==> config.mk <==
export PLATFORM = sky130hd
export DESIGN_NAME = boot_bus_glue
export DESIGN_NICKNAME = d
export VERILOG_FILES = /design/src/rtl/boot_bus_glue.sv
export SDC_FILE = /design/constraint.sdc
export NUM_CORES = 1
export LEC_CHECK = 0
export BUFFER_PORTS_ARGS = -buffer_cell sky130_fd_sc_hd__buf_2
export CORE_AREA = 2 2 39 41
export CTS_BUF_LIST = sky130_fd_sc_hd__clkbuf_2 sky130_fd_sc_hd__clkbuf_4 sky130_fd_sc_hd__clkbuf_8
export DETAILED_ROUTE_END_ITERATION = 10
export DIE_AREA = 0 0 41 43
export PLACE_DENSITY = 0.69
export SKIP_LAST_GASP = 1
export SYNTH_ARGS = -nofsm -noshare
export SYNTH_HDL_FRONTEND = slang
export SYNTH_SLANG_ARGS = --single-unit
export TNS_END_PERCENT = 10
==> constraint.sdc <==
create_clock -name clk -period 2.3 [get_ports clk]
set_input_delay 0.345 -clock clk [delete_from_list [all_inputs] [get_ports clk]]
set_output_delay 0.345 -clock clk [all_outputs]
set_load 0.01 [all_outputs]
==> src/rtl/boot_bus_glue.sv <==
module boot_bus_glue #(
  parameter int ADDR_W = 20
) (
  input  logic              clk,
  input  logic              rst_n,
  input  logic [ADDR_W-1:0] addr,
  input  logic              as_n,
  input  logic              wr_n,
  input  logic              wait_n,
  output logic              ram_sel_n,
  output logic              rom_sel_n,
  output logic              fio_sel_n,
  output logic              sio_sel_n,
  output logic              rd_n,
  output logic              ack_n,
  output logic              sync_req_n,
  output logic [ADDR_W-3:0] offset
);

  localparam int HI = ADDR_W - 1;
  localparam int MID = ADDR_W - 2;

  logic       boot_q;
  logic       as_q;
  logic       sio_hit_q;
  logic [1:0] region;
  logic [3:0] hit;

  assign region = {addr[HI], addr[MID] | boot_q};

  always_comb begin
    hit = 4'b0000;
    if (!as_n) hit[region] = 1'b1;
  end

  assign ram_sel_n  = ~hit[0];
  assign rom_sel_n  = ~hit[1];
  assign fio_sel_n  = ~hit[2];
  assign sio_sel_n  = ~hit[3];
  assign sync_req_n = sio_sel_n;
  assign ack_n      = ~(~as_n & wait_n & sio_sel_n);
  assign rd_n       = ~wr_n;
  assign offset     = addr[MID-1:0];

  always_ff @(posedge clk or negedge rst_n) begin
    if (!rst_n) begin
      boot_q    <= 1'b1;
      as_q      <= 1'b1;
      sio_hit_q <= 1'b0;
    end else begin
      as_q <= as_n;
      if (!as_n) begin
        sio_hit_q <= sio_hit_q | hit[3];
      end else begin
        if (!as_q && sio_hit_q) boot_q <= 1'b0;
        sio_hit_q <= 1'b0;
      end
    end
  end

endmodule

==> flow_results.org, run 1 <==
** Final layout
- The final layout contains 61 nets.
- Of the cells placed in the final design, the portion with a size suffix greater than 1 is 60.00%.
- Relative to the synthesized area, the layout overhead comes to -6.061%.
- The number of antenna diodes in the final layout is 0.
- The layout has 155 filler cells.

** Global routing
- Overall routing resource usage :: 5.628%
- For this run the aggregate overflow at the end of global routing stands at 0.
- Global routing used 2.094% of the available met3 tracks.
- The via count of the first global-routing pass was 163.
- Most used routing layer :: met4
- Global routing used 5.625% of the available met2 tracks.
- The initial antenna violation count was 0.
- The first global-routing pass estimated 621 um of wire.
- GR met1 Demand/Resource :: 6.452%
- Largest net degree at the start of global routing :: 6

** Logic synthesis
- Seq cells post-synth :: 3
- Cell type with the highest aggregate area in the netlist :: buf_4
- Counting every net in the synthesized netlist gives 61.
- Area share of the largest cell type after synthesis :: 49.35%
- For this run, the number of Yosys warnings is 0.
- The cell area that synthesis handed to floorplanning was 289.0 um^2.
- Proportion of synthesized chip area in sequential cells :: 26.84%
- Post-synth cell types :: 12
- Syn avg cell area :: 8.029 um^2
- Synth Instances :: 36
- Leading post-synthesis cells by cell area :: buf_4 (49%), dfstp_2 (18%), dfrtp_1 (8.7%)

** Drt
- Final routed DRC violation total :: 0
- The routed layout has 193 vias.
- First drt pass iteration count :: 4
- Number of antenna-violating nets in the routed design :: 0
- Average vias per placed instance :: 3.784
- Avg WL per Cell :: 8.255 um
- Summed over all layers, the routed wires come to 421 um.
- Initial drt markers :: 4

** Worst setup path
- In this run the worst path has a maximum fanout of 5.
- R2r worst-path depth :: 2
- Critical path type :: flip-flop to output pin
- Critical Path End Type :: output pin
- STA puts the critical path data arrival time at 1.15 ns.
- STA classifies the critical path startpoint as a flip-flop.
- Data on the critical path is required at its endpoint by 1.96 ns.

** CTS
- Buffers inserted to repair hold after CTS numbered 1.
- Cts bufs inserted :: 3
- Total number of H-tree levels :: 1
- After clock tree synthesis, the clock-pin slew on the worst setup and hold paths is 0.04 ns.
- Post-CTS resize count :: 0
- Clock latency at the later pin of the worst-skew pair :: 0.23 ns
- Clk sink count :: 3
- In this run the deepest clock path goes through 2 buffers.
- Clock tree from TritonCTS :: built
- Library cell used as clock root buffer :: clkbuf_4
- In this run the post-CTS setup repair buffer count came out at 0.

** Min path
- Worst hold path depth :: 1
- Classification of the worst-slack hold path :: input port to flip-flop

** Power
- Total power for the finished layout comes to 0.1839 mW.
- Power Dens Cells :: 677.4 nW/um^2
- Worst IR drop on VDD :: 0.1878 mV
- The analysis attributes to cell leakage a power of 0.1307 nW.

** STA
- Setup-failing EPs final :: 0
- Largest clock skew in the final design :: 0.001280 ns
- Fin crit period :: 1.497 ns
- Final hold violations :: 0
- The worst pin sits at a relative slew slack of 81.54%.
- Tcrit/Tclk final :: 65.10%
- For the final routed database, the setup TNS stands at 0 ns.
- Highest clock frequency the design can meet :: 667.8 MHz
- Setup repair after global routing left no endpoint under its margin.
- The final-report max-slew violation count was 0.
- Worst slew pin tran :: 0.2740 ns

** Floorplan
- The floorplan step defined a die boundary enclosing 1763 um^2.
- During I/O placement, the number of pins put on the boundary was 50.
- DIE HEIGHT :: 43 um
- The floorplan has 14 rows.
- Chip Width :: 41 um
- The initial utilization of the core area, before any placement, comes to 20.89%.
- Area of the placeable core :: 1384 um^2

** Place
- Detailed placement HPWL :: 328.8 um
- Routability-driven placement finished with a final weighted congestion of 0.6664.
- PortBufs :: 13

** Run status
- Run status :: complete, no violations

** Flow run
- The tool flagged a number of max-cap violations equal to 0.
[cells in the mapped netlist]
| cell | count |
|---|---|
| dfstp_2 | 2 |
| nor2_1 | 2 |
| nand3_1 | 1 |
| and2b_2 | 1 |
| o31a_1 | 1 |
| buf_4 | 19 |
| inv_1 | 2 |
| inv_2 | 1 |
| o21ai_0 | 3 |
| a21oi_1 | 1 |
| nand2_1 | 2 |
| dfrtp_1 | 1 |
[kinds of logic (layout without fill, tap and decap cells)]
family                 after synthesis  after routing  share of synthesized area [%]
AO/OA/AOI/OAI                        5              5                          9.954
buffers and inverters               22             21                          53.25
flip-flops                           3              3                          26.84
AND/OR/NAND/NOR                      6              6                          9.958
[metrics by stage]
| step | cell area, um^2 | util (%) | hold WS (ns) | worst slack [ns] | cells |
|---|---|---|---|---|---|
| after floorplan | 289.0 | - | 0.04941 | 1.055 | 36 |
| after global placement | 231.5 | 16.73 | 0.1418 | 0.9850 | 46 |
| after detailed placement | 231.5 | 16.73 | 0.1424 | 0.9737 | 46 |
| after CTS | 271.5 | 19.62 | 0.2489 | 0.7786 | 51 |
| after global routing | 271.5 | 19.62 | 0.2485 | 0.7128 | 51 |
| final | 271.5 | 19.62 | 0.2578 | 0.8026 | 51 |
[cells in the final DEF, fill, tap and decap left out, drive strengths merged]
cell / n
a21oi: 1
and2b: 1
buf: 13
clkbuf: 4
dfrtp: 1
dfstp: 2
dlygate4sd3: 1
inv: 3
nand2: 2
nand3: 1
nor2: 2
o21ai: 3
o31a: 1
[power breakdown]
group / internal [mW] / switching [mW]
Combinational: 0.0111 / 0.0124
Clock: 0.0768 / 0.0273
Sequential: 0.0559 / 0.000528
Total: 0.144 / 0.0402
[final cells by class]
type | count | area [um^2] | area share (%)
inverters | 3 | 11.26 | 4.147
multi-input cells | 11 | 57.56 | 21.20
repair buffers | 14 | 75.07 | 27.65
clock buffers | 4 | 30.03 | 11.06
well taps | 16 | 20.02 | 7.373
flip-flops and latches | 3 | 77.57 | 28.57
[flip-flops by register name, indices dropped and copies added (netlist names)]
name	count
sio_hit_q	1
as_q	1
boot_q	1
[critical path: stages (launching register included)]
cell	delay, ns
dfstp_2	0.55
o21ai_0	0.13
nand3_1	0.11
buf_2	0.13
[path summary, 6_finish.rpt]
| path | start | to | slack, ns |
|---|---|---|---|
| min in group asynchronous | rst_n | sio_hit_q | 0.43 |
| setup reg to reg | boot_q | sio_hit_q | 1.38 |
| setup / recovery | boot_q | ack_n | 0.80 |
| hold reg to reg | boot_q | boot_q | 0.48 |
| hold / removal | as_n | as_q | 0.26 |
| max in group asynchronous | rst_n | as_q | 1.68 |
[per-layer routing]
layer | share of wire [%] | wire, um
met2 | 36 | 151
met4 | 4.0 | 17
met1 | 42 | 177
met3 | 18 | 75
met5 | 0 | 0
(Power assumes the default switching activity.)
==> inputs of run 2 (changes only) <==
- PLACE_DENSITY: 0.69 -> 0.71
- clock period: 2.3 -> 1.35 ns (I/O delays scaled with it)
==> flow_results.org, run 2 (synthesized netlist as in run 1, its figures left out) <==
** Run status
- Run status :: complete, no violations

** Worst setup path
- Top delay family on crit path :: flip-flops
- Flop-to-flop setup slack :: 0.49 ns
- The number of buffers and inverters on the critical path is 1.
- The worst register-to-register path ends at sio_hit_q.
- Maximum net fanout on the critical path :: 5
- Data arrives at the worst endpoint at 1.07 ns.
- In this run the critical register-to-register path is launched from boot_q.
- Crit path launch :: boot_q
- Critical Path End Type :: output pin
- For the worst flop-to-flop path, the logic depth is 2.
- On the worst path, the slowest cell contributes a delay of 0.54 ns.
- Critical path type :: flip-flop to output pin
- Worst path depth :: 3
- Worst path slowest cell :: dfstp_2
- Startpoint type of the worst setup path :: flip-flop
- In this run the worst setup path terminates at ack_n.
- List of cells traversed by the critical path :: o21ai_1, nand3_1, buf_2
- Worst endpoint required time :: 1.15 ns

** Floorplan
- Starting density of the core :: 20.89%
- Chip Width :: 41 um
- DIE HEIGHT :: 43 um
- Top Ports :: 50
- The floorplan has 14 rows.
- The die covers 1763 um^2.
- After floorplanning, the core was sized to cover 1384 um^2.

** Global routing
- The via count of the first global-routing pass came to 164.
- Overall routing resource usage :: 5.634%
- Wire length of the first global-routing pass :: 586 um
- The initial antenna violation count came to 0.
- For this run the aggregate overflow at the end of global routing stands at 0.
- Entering global routing, the biggest net connects 6 pins.

** Power
- Total net switching power :: 0.06716 mW
- Share of power burned in the clock network :: 56.4%
- Combinational cells account for 12.8% of the total power.
- Net switching is 21.52% of the power.
- Dividing total power by cell area gives a power density of 1150 nW/um^2.
- Worst IR drop on VDD :: 0.3636 mV
- Internal :: 0.2449 mW
- Static power due to leakage :: 0.1308 nW
- Registers are responsible for 30.8% of the overall power.

** Drt
- Final routed DRC violation total :: 0
- Average vias per placed instance :: 3.647
- Wires add up to 435 um.
- Initial drt markers :: 0
- Routed vias :: 186
- Avg WL per Cell :: 8.529 um
- Once detail routing completed, the nets flagged for antenna violations numbered 0.
- First drt pass iteration count :: 1

** Final layout
- Layout cell share with drive strength beyond 1 :: 60.00%
- Leaving out fill and tap cells, the most frequent cells in the layout are buf_2 (13), clkbuf_4 (4).
- The largest registers in the layout are as_q (1), boot_q (1), sio_hit_q (1).
- Commonest non-fill, non-tap cell in the layout :: buf_2
- The sequential cells in the finished layout cover a total of 77.57 um^2.
- Antenna diode instance count :: 0
- Relative to the synthesized area, the layout overhead comes to -6.061%.
- Number of nets in the finished design :: 61
- Summing all multi-input logic gate instances after layout gives 57.56 um^2.
- FILL cells :: 157

** Flow run
- Across the run, the number of max-cap violations was 0.

** CTS
- Post-CTS timing repair inserted 0 buffers for setup.
- For this design, the sink count on the clock tree is 3.
- TritonCTS built the clock tree.
- Clock latency at the later pin of the worst-skew pair :: 0.23 ns
- Clock-pin transition on the worst setup and hold timing paths :: 0.04 ns
- Clock tree synthesis inserted a total of 3 buffers.
- Total number of H-tree levels :: 1
- No sink is reached through more buffers than the 2 on the longest clock path.
- Clock tree synthesis selected as its root buffer the cell clkbuf_4.

** STA
- Tightest hold margin :: 0.1176 ns
- Setup repair after global routing left no endpoint under its margin.
- Setup violations remaining at the end of the flow were counted as 0.
- After routing, the total negative slack on setup checks comes to 0 ns.
- Count of pins over their slew limit :: 0
- Fin crit period :: 1.268 ns
- The final hold violation count was 0.
- Highest clock frequency the design can meet :: 788.8 MHz
- On the final layout, the worst clock skew is 0.003285 ns.
- Measured against its own limit, the worst slew margin works out to 85.62%.
- The worst path uses 93.91% of the clock period.
- Worst slew pin tran :: 0.2134 ns

** Min path
- The min-delay analysis places its worst path in the category input port to flip-flop.
- In this run the most critical hold path is launched from as_n.

** Place
- PortBufs :: 13
- Gpl congestion :: 0.5510
- Detailed placement HPWL :: 368.8 um
==> run 2: power by group through the flow <==
stage	clock, mW	sequential, mW	combinational (mW)
global placement	0	0.0969	0.0379
CTS	0.186	0.0961	0.0406
global route	0.199	0.0962	0.0458
finish	0.176	0.0961	0.0401
detailed placement	0	0.0971	0.0384
floorplan	0	0.0968	0.0726
==> run 2: worst min path at each step <==
| stage | to | cells past startpoint |
|---|---|---|
| 2_1_floorplan | sio_hit_q | 0 |
| 3_3_place_gp | sio_hit_q | 1 |
| 3_5_place_dp | sio_hit_q | 1 |
| 4_1_cts | as_q | 1 |
| 5_1_grt | as_q | 1 |
| 6_report | as_q | 1 |
==> run 2: cell type report <==
type                            count  share of cell area (%)
Clock buffer                        4                   11.06
Inverter                            3                   4.147
Sequential cell                     3                   28.57
Timing Repair Buffer               14                   27.65
Multi-Input combinational cell     11                   21.20
Tap cell                           16                   7.373
==> run 2: repair_timing <==
item,4_1_cts,5_1_grt
hold buffers,1,0
setup endpoints to repair,0,1
resized for setup,0,1
endpoints found under the hold margin,3,0
==> run 2: metal layers <==
layer / up-vias / wire length, um / GRT usage (%)
met5: - / 0 / 0
met4: 0 / 5 / 8.667
met3: 2 / 83 / 4.712
met2: 20 / 177 / 5.938
met1: 74 / 169 / 4.854
li1: 90 / - / -
==> run 2: per-stage QoR <==
stage	util [%]	instances	power (mW)	setup slack, ns	instance area, um^2
finish	19.62	51	0.3121	0.08223	271.5
detailed placement	16.73	46	0.1355	0.2765	231.5
CTS	19.62	51	0.3225	0.02372	271.5
global placement	16.73	46	0.1348	0.2967	231.5
global route	19.62	51	0.3408	0.02191	271.5
floorplan	-	36	0.1694	0.2471	289.0
